### src/rtl/posit_dec_pkg.sv
package posit_dec_pkg;

  // strobes from control to datapath
  typedef struct packed {
    logic loadFast;     // register the fixed-position decode of inWord
    logic captureSlow;  // hold inWord for the run-counting path
    logic loadSlow;     // register the run-counting decode of the held word
  } dec_strobe_t;

  typedef enum logic {
    ST_IDLE = 1'b0,
    ST_SLOW = 1'b1
  } dec_state_t;

endpackage

### src/rtl/posit_run_counter.sv
// Length of the leading run of bits equal to the top bit.
// The result is at least 1 and at most W.
module posit_run_counter #(
  parameter int W = 15,
  localparam int CW = $clog2(W + 1)
) (
  input  logic [W-1:0]  bitsIn,
  output logic [CW-1:0] runLen
);

  logic [W-1:0] diffBits;

  assign diffBits = bitsIn ^ {W{bitsIn[W-1]}};

  always_comb begin
    runLen = CW'(W);
    for (int i = 0; i < W; i++) begin
      if (diffBits[i]) runLen = CW'(W - 1 - i);
    end
  end

endmodule

### src/rtl/posit_dec_ctrl.sv
module posit_dec_ctrl
  import posit_dec_pkg::*;
(
  input  logic        clk,
  input  logic        rstN,
  input  logic        inValid,
  input  logic        fastHit,
  output logic        inReady,
  output dec_strobe_t strobe
);

  dec_state_t state;
  logic       accept;

  assign inReady = (state == ST_IDLE);
  assign accept  = inValid && inReady;

  always_comb begin
    strobe             = '0;
    strobe.loadFast    = accept && fastHit;
    strobe.captureSlow = accept && !fastHit;
    strobe.loadSlow    = (state == ST_SLOW);
  end

  always_ff @(posedge clk or negedge rstN) begin
    if (!rstN) begin
      state <= ST_IDLE;
    end else if (strobe.captureSlow) begin
      state <= ST_SLOW;
    end else if (state == ST_SLOW) begin
      state <= ST_IDLE;
    end
  end

  AST_STALL_ONE_CYCLE: assert property (@(posedge clk) disable iff (!rstN)
    state == ST_SLOW |=> state == ST_IDLE);
  AST_CAPTURE_THEN_LOAD: assert property (@(posedge clk) disable iff (!rstN)
    strobe.captureSlow |=> strobe.loadSlow && !strobe.loadFast);
  AST_STROBES_EXCLUSIVE: assert property (@(posedge clk) disable iff (!rstN)
    $onehot0(strobe));

endmodule

### src/rtl/posit_dec_datapath.sv
module posit_dec_datapath
  import posit_dec_pkg::*;
#(
  parameter int N  = 16,
  parameter int ES = 1,
  localparam int RW = N - 1,
  localparam int FW = N - 3 - ES,
  localparam int SW = $clog2(N << ES) + 2,
  localparam int CW = $clog2(RW + 1)
) (
  input  logic          clk,
  input  logic          rstN,
  input  logic [N-1:0]  inWord,
  input  dec_strobe_t   strobe,
  output logic          fastHit,
  output logic          outValid,
  output logic          outZero,
  output logic          outNaR,
  output logic          outSign,
  output logic [SW-1:0] outScale,
  output logic [FW+1:0] outSig
);

  // -(T+1) is the bitwise complement of T
  function automatic logic [SW-1:0] mkScale(input logic s, input logic [SW-1:0] k,
                                           input logic [ES-1:0] e);
    logic [SW-1:0] t;
    t = (k << ES) + SW'(e);
    return s ? ~t : t;
  endfunction

  // early special detection
  logic restZero, isSpecial;
  assign restZero  = (inWord[N-2:0] == '0);
  assign isSpecial = restZero;

  // speculative fixed-position decode, regime assumed two bits
  logic          regimeIsTwo;
  logic [SW-1:0] kFast, scaleFast;
  logic [FW+1:0] sigFast;

  assign regimeIsTwo = inWord[N-2] ^ inWord[N-3];
  assign fastHit     = isSpecial || regimeIsTwo;
  assign kFast       = inWord[N-2] ? '0 : '1;
  assign scaleFast   = mkScale(inWord[N-1], kFast, inWord[N-4 -: ES]);
  assign sigFast     = {inWord[N-1], ~inWord[N-1], inWord[FW-1:0]};

  // run-counting decode of the held word
  logic [N-1:0]  heldWord;
  logic [CW-1:0] runLen;
  logic [N-4:0]  body;
  logic [SW-1:0] kSlow, scaleSlow;
  logic [FW+1:0] sigSlow;

  posit_run_counter #(.W(RW)) u_run (
    .bitsIn (heldWord[N-2:0]),
    .runLen (runLen)
  );

  assign body      = heldWord[N-4:0] << (runLen - CW'(1));
  assign kSlow     = heldWord[N-2] ? (SW'(runLen) - SW'(1)) : (SW'(0) - SW'(runLen));
  assign scaleSlow = mkScale(heldWord[N-1], kSlow, body[N-4 -: ES]);
  assign sigSlow   = {heldWord[N-1], ~heldWord[N-1], body[FW-1:0]};

  always_ff @(posedge clk or negedge rstN) begin
    if (!rstN) begin
      heldWord <= '0;
    end else if (strobe.captureSlow) begin
      heldWord <= inWord;
    end
  end

  always_ff @(posedge clk or negedge rstN) begin
    if (!rstN) begin
      outValid <= 1'b0;
      outZero  <= 1'b0;
      outNaR   <= 1'b0;
      outSign  <= 1'b0;
      outScale <= '0;
      outSig   <= '0;
    end else begin
      outValid <= strobe.loadFast || strobe.loadSlow;
      if (strobe.loadFast) begin
        outZero  <= isSpecial && !inWord[N-1];
        outNaR   <= isSpecial && inWord[N-1];
        outSign  <= isSpecial ? 1'b0 : inWord[N-1];
        outScale <= isSpecial ? '0 : scaleFast;
        outSig   <= isSpecial ? '0 : sigFast;
      end else if (strobe.loadSlow) begin
        outZero  <= 1'b0;
        outNaR   <= 1'b0;
        outSign  <= heldWord[N-1];
        outScale <= scaleSlow;
        outSig   <= sigSlow;
      end
    end
  end

  AST_SPECIAL_EXCLUSIVE: assert property (@(posedge clk) disable iff (!rstN)
    outValid |-> !(outZero && outNaR));
  AST_SPECIAL_FIELDS_CLEAR: assert property (@(posedge clk) disable iff (!rstN)
    outValid && (outZero || outNaR) |-> outScale == '0 && outSig == '0 && !outSign);
  AST_HIDDEN_PAIR: assert property (@(posedge clk) disable iff (!rstN)
    outValid && !outZero && !outNaR |-> outSig[FW+1] != outSig[FW] && outSig[FW+1] == outSign);
  AST_SLOW_NEEDS_LONG_RUN: assert property (@(posedge clk) disable iff (!rstN)
    strobe.loadSlow |-> runLen >= CW'(2));

endmodule

### src/rtl/posit_dec.sv
module posit_dec
  import posit_dec_pkg::*;
#(
  parameter int N  = 16,
  parameter int ES = 1,
  localparam int FW = N - 3 - ES,
  localparam int SW = $clog2(N << ES) + 2
) (
  input  logic          clk,
  input  logic          rstN,
  input  logic          inValid,
  output logic          inReady,
  input  logic [N-1:0]  inWord,
  output logic          outValid,
  output logic          outZero,
  output logic          outNaR,
  output logic          outSign,
  output logic [SW-1:0] outScale,
  output logic [FW+1:0] outSig
);

  dec_strobe_t strobe;
  logic        fastHit;

  posit_dec_ctrl u_ctrl (
    .clk     (clk),
    .rstN    (rstN),
    .inValid (inValid),
    .fastHit (fastHit),
    .inReady (inReady),
    .strobe  (strobe)
  );

  posit_dec_datapath #(.N(N), .ES(ES)) u_dp (
    .clk      (clk),
    .rstN     (rstN),
    .inWord   (inWord),
    .strobe   (strobe),
    .fastHit  (fastHit),
    .outValid (outValid),
    .outZero  (outZero),
    .outNaR   (outNaR),
    .outSign  (outSign),
    .outScale (outScale),
    .outSig   (outSig)
  );

  AST_FAST_LATENCY: assert property (@(posedge clk) disable iff (!rstN)
    inValid && inReady && fastHit |=> outValid);
  AST_SLOW_STALL: assert property (@(posedge clk) disable iff (!rstN)
    inValid && inReady && !fastHit |=> !inReady && !outValid);

endmodule

### config.mk
export PLATFORM = sky130hd
export DESIGN_NAME = posit_dec
export DESIGN_NICKNAME = d
export VERILOG_FILES = /design/src/rtl/posit_dec_pkg.sv /design/src/rtl/posit_run_counter.sv /design/src/rtl/posit_dec_ctrl.sv /design/src/rtl/posit_dec_datapath.sv /design/src/rtl/posit_dec.sv
export SDC_FILE = /design/constraint.sdc
export NUM_CORES = 1
export LEC_CHECK = 0
export BUFFER_PORTS_ARGS = -buffer_cell sky130_fd_sc_hd__buf_2
export CAP_MARGIN = 20
export CORE_AREA = 2 2 71 100
export DETAILED_ROUTE_END_ITERATION = 10
export DIE_AREA = 0 0 73 102
export SYNTH_ARGS = -nofsm -noshare
export SYNTH_HDL_FRONTEND = slang
export SYNTH_SLANG_ARGS = --single-unit
### constraint.sdc
create_clock -name clk -period 9.05 [get_ports clk]
set_input_delay 0.905 -clock clk [delete_from_list [all_inputs] [get_ports clk]]
set_output_delay 0.905 -clock clk [all_outputs]
set_load 0.05 [all_outputs]
==> results by group <==
Timing
  – Total negative slack: 0 ns
  – Fin crit period: roughly 4.1 ns
  – Skew final: ~0.006 ns
  – Tightest Pin Transition: 0.8693 ns
  – Max-slew violations: 0
  – Slew headroom: 42.05%
  – Max Clk Rate: around 0.24 GHz
  – Unrepaired setup endpoints after global routing: no
  – # setup viols final: 0
  – Final Hold Viols: 0
  – Period utilization: between 40% and 50%

Floorplan
  – Die Ht: just over 100 µm
  – Boundary Pins: between 40 and 50
  – Cell Rows: 35
  – Die ar.: between 7000 and 8000 µm²
  – Die W: 73 µm
  – Starting density of the core: a little over two fifths
  – Core area: between 6000 and 7000 µm²

Synth
  – Register area share after synthesis: between 30% and 40%
  – FFs w/ async S/R, synth: 100.0%
  – Number of flops mapped to enable cells by yosys: 0
  – Gate Count Post-Synth: 310
  – Area share of the largest cell type after synthesis: around a third
  – Syn. warnings: 0
  – Largest family of logic cells by synthesized area: compound AO/OA/AOI/OAI gates
  – Synth Area in Simple Gates: between 10% and 20%
  – Synth Net Count: 330
  – Synth area leaders: dfrtp_1, mux2_2, mux2i_1
  – Post-Synth Adder-Cell Area: less than 1%
  – Synth Area in Compound Gates: 21.52%
  – Most instantiated cells after synthesis: dfrtp_1, nand2_1, nor2_1, mux2_2, a21oi_1
  – Synth Cell Area: approximately 2800 µm²
  – Syn Area/Cell: 9.190 µm²
  – Post-Synth XOR/XNOR Area: about 3.6%
  – Dominant synthesized flop cell: dfrtp_1
  – Synth area leader: dfrtp_1
  – Unique masters post-synth: between 60 and 70
  – Most frequent cell after synthesis: dfrtp_1
  – Post-synthesis mux area share: between 10% and 20%
  – #FFs+latches synth: 40

Setup path
  – Worst R2R Setup Slack: 4.94 ns
  – Worst Setup EP: u_dp.outScale[0]$_DFFE_PN0P_
  – Worst Path Arrival: approximately 4.3 ns
  – Setup crit end kind: flip-flop
  – Critical path required time: 9.28 ns
  – CP max FO: 25
  – CP cell instances: nand4_1 -> a2bb2oi_1 -> a221o_2 -> a21oi_4 -> inv_1 -> ha_1 -> clkinv_1 -> mux4_1 -> nand2_1 -> nand3_1 -> a21oi_1 -> nand3b_1
  – CP Launch Type: flip-flop
  – FF-to-FF Start: u_dp.heldWord[14]$_DFFE_PN0P_
  – RR Endpoint: u_dp.outScale[0]$_DFFE_PN0P_
  – CP peak stage delay: 0.82 ns
  – FF-to-FF path depth: 12
  – Critical Path Source: u_dp.heldWord[14]$_DFFE_PN0P_
  – Worst path slowest cell: dfrtp_1
  – Worst Path Class, Setup: flip-flop to flip-flop

Final layout
  – Layout cells sized above 1: roughly a quarter
  – Area Overhead vs Synth: 9.969%
  – Fin nets: roughly 360
  – Antenna cells: 0

Clock network
  – Worst-skew pair later-pin latency: roughly 0.29 ns
  – Clock Sinks: 40
  – Postcts setup bufs: 0
  – CTS tree: done
  – Worst-path clk slew: about 0.08 ns
  – CTS max path bufs: 2
  – Resized Gates After CTS: 0
  – Root Buffer: clkbuf_8
  – H-tree depth: 2
  – Post-CTS Hold Buffers: 0
  – CTS buffer count: 5

Global routing
  – First-pass GRT wire length: about 13000 µm
  – Grt ovf: 0
  – GRT Overall Usage: about a quarter
  – Initial antenna violation count: 0
  – Largest net degree at the start of global routing: 41
  – Vias in the first global route: 2507

Route
  – Iter 0 DRT Violations: slightly below 100
  – DR WL/cell: between 15 and 20 µm
  – WL final: between 7000 and 8000 µm
  – Drc violations: 0
  – Vias: approximately 2500
  – Post-DR vias/cell: between 5 and 6
  – Router iterations before antenna repair: 4
  – ANT nets after route: 0

Placed design
  – Post-DP HPWL: 5938 µm
  – Final Wtd Congestion: approximately 0.86
  – IO buf count: 44

Power
  – P_leak: roughly 1.4 nW
  – Overall Power: between 1 and 1.5 mW
  – Peak VDD IR: about 0.00023 V
  – Power Dens Cells: 369.1 nW/µm²

Hold path
  – HP Class: flip-flop to flip-flop

Job
  – Maxcap violations: 0

Run status
  – Status: finished, final reports clean
routing by layer:
metal  wire length [µm]  part of all wire (%)  track usage [%]
met4                236                   3.0            11.68
met5                  0                     0                0
met2               4029                    51            38.81
met3                238                   3.0            2.465
met1               3416                    43            30.48
worst max-delay path, delay by kind of cell (launching register included):
| kind | cells | cell delay [ns] |
|---|---|---|
| buffers and inverters | 2 | 0.47 |
| adder cells (fa/ha/maj) | 1 | 0.62 |
| AO/OA/AOI/OAI | 4 | 1.15 |
| flip-flops | 1 | 0.82 |
| AND/OR/NAND/NOR | 4 | 0.44 |
| multiplexers | 1 | 0.54 |
cell families (layout without fill, tap and decap cells):
logic type                 count (synthesis)  in the layout
DFF                                       40             40
and+or+nand+nor                          100            100
adders and majority gates                  1              1
xor gates and xnor gates                  11             11
muxes                                     37             37
AOI/OAI and AO/OA                         84             84
buffers and inverters                     37             65
layout make-up:
cell class | instances | area, µm²
Clock buffer | 8 | 90.09
Fill cell | 640 | 3392
Inverter | 10 | 37.54
Multi-Input combinational cell | 233 | 1669
Sequential cell | 40 | 1001
Tap cell | 74 | 92.59
Timing Repair Buffer | 47 | 242.7
cell usage in the layout (no fill, tap or decap), types with 3 or more instances in the layout:
cell        n
buf_2      44
dfrtp_1    40
nand2_1    32
nor2_1     23
mux2_2     17
a21oi_1    16
mux2i_1    15
o21ai_0    14
nand3_1     9
inv_1       8
o21a_1      8
nor3_1      6
xnor2_1     6
clkbuf_8    6
nand2b_1    5
o21ai_1     5
and3_1      4
nor2b_1     4
nor4_1      4
xor2_1      4
mux4_2      4
a2bb2oi_1   3
a311oi_1    3
and2_1      3
a22o_1      3
buf_4       3
power by group:
| group | total [mW] | switching [mW] | internal [mW] |
|---|---|---|---|
| Sequential | 0.315 | 0.0784 | 0.236 |
| Combinational | 0.720 | 0.449 | 0.271 |
| Clock | 0.122 | 0.0601 | 0.0622 |
| Total | 1.16 | 0.587 | 0.569 |
per-stage QoR:
step	hold WS, ns	area [µm²]	worst slack, ns	utilization [%]	cells
2_1_floorplan	0.5434	2849	5.942	-	310
3_3_place_gp	0.4627	3043	5.060	46.63	404
3_5_place_dp	0.4708	3043	4.967	46.63	404
4_1_cts	0.4877	3133	4.953	48.02	412
5_1_grt	0.5164	3133	4.556	48.02	412
6_report	0.4802	3133	4.935	48.02	412
state kept, by name, indices dropped and copies added, names as in the netlist:
name and cells:
u_dp.outZero 1, u_ctrl.state 1, u_dp.outValid 1, u_dp.heldWord 16, u_dp.outSign 1, u_dp.outScale 6
u_dp.outNaR 1, u_dp.outSig 13
how the worst min path moves through the flow:
stage	startpoint	end	slack (ns)	cells after the start
CTS	u_dp.outSig[4]$_DFFE_PN0P_	u_dp.outSig[4]$_DFFE_PN0P_	0.49	2
floorplan	u_dp.heldWord[15]$_DFFE_PN0P_	u_dp.heldWord[15]$_DFFE_PN0P_	0.54	2
global route	u_dp.outSig[3]$_DFFE_PN0P_	u_dp.outSig[3]$_DFFE_PN0P_	0.52	2
global placement	u_dp.outSig[4]$_DFFE_PN0P_	u_dp.outSig[4]$_DFFE_PN0P_	0.46	2
finish	u_dp.outSig[4]$_DFFE_PN0P_	u_dp.outSig[4]$_DFFE_PN0P_	0.48	2
detailed placement	u_dp.outSig[4]$_DFFE_PN0P_	u_dp.outSig[4]$_DFFE_PN0P_	0.47	2
No activity file was read; power rests on OpenSTA's default activity.
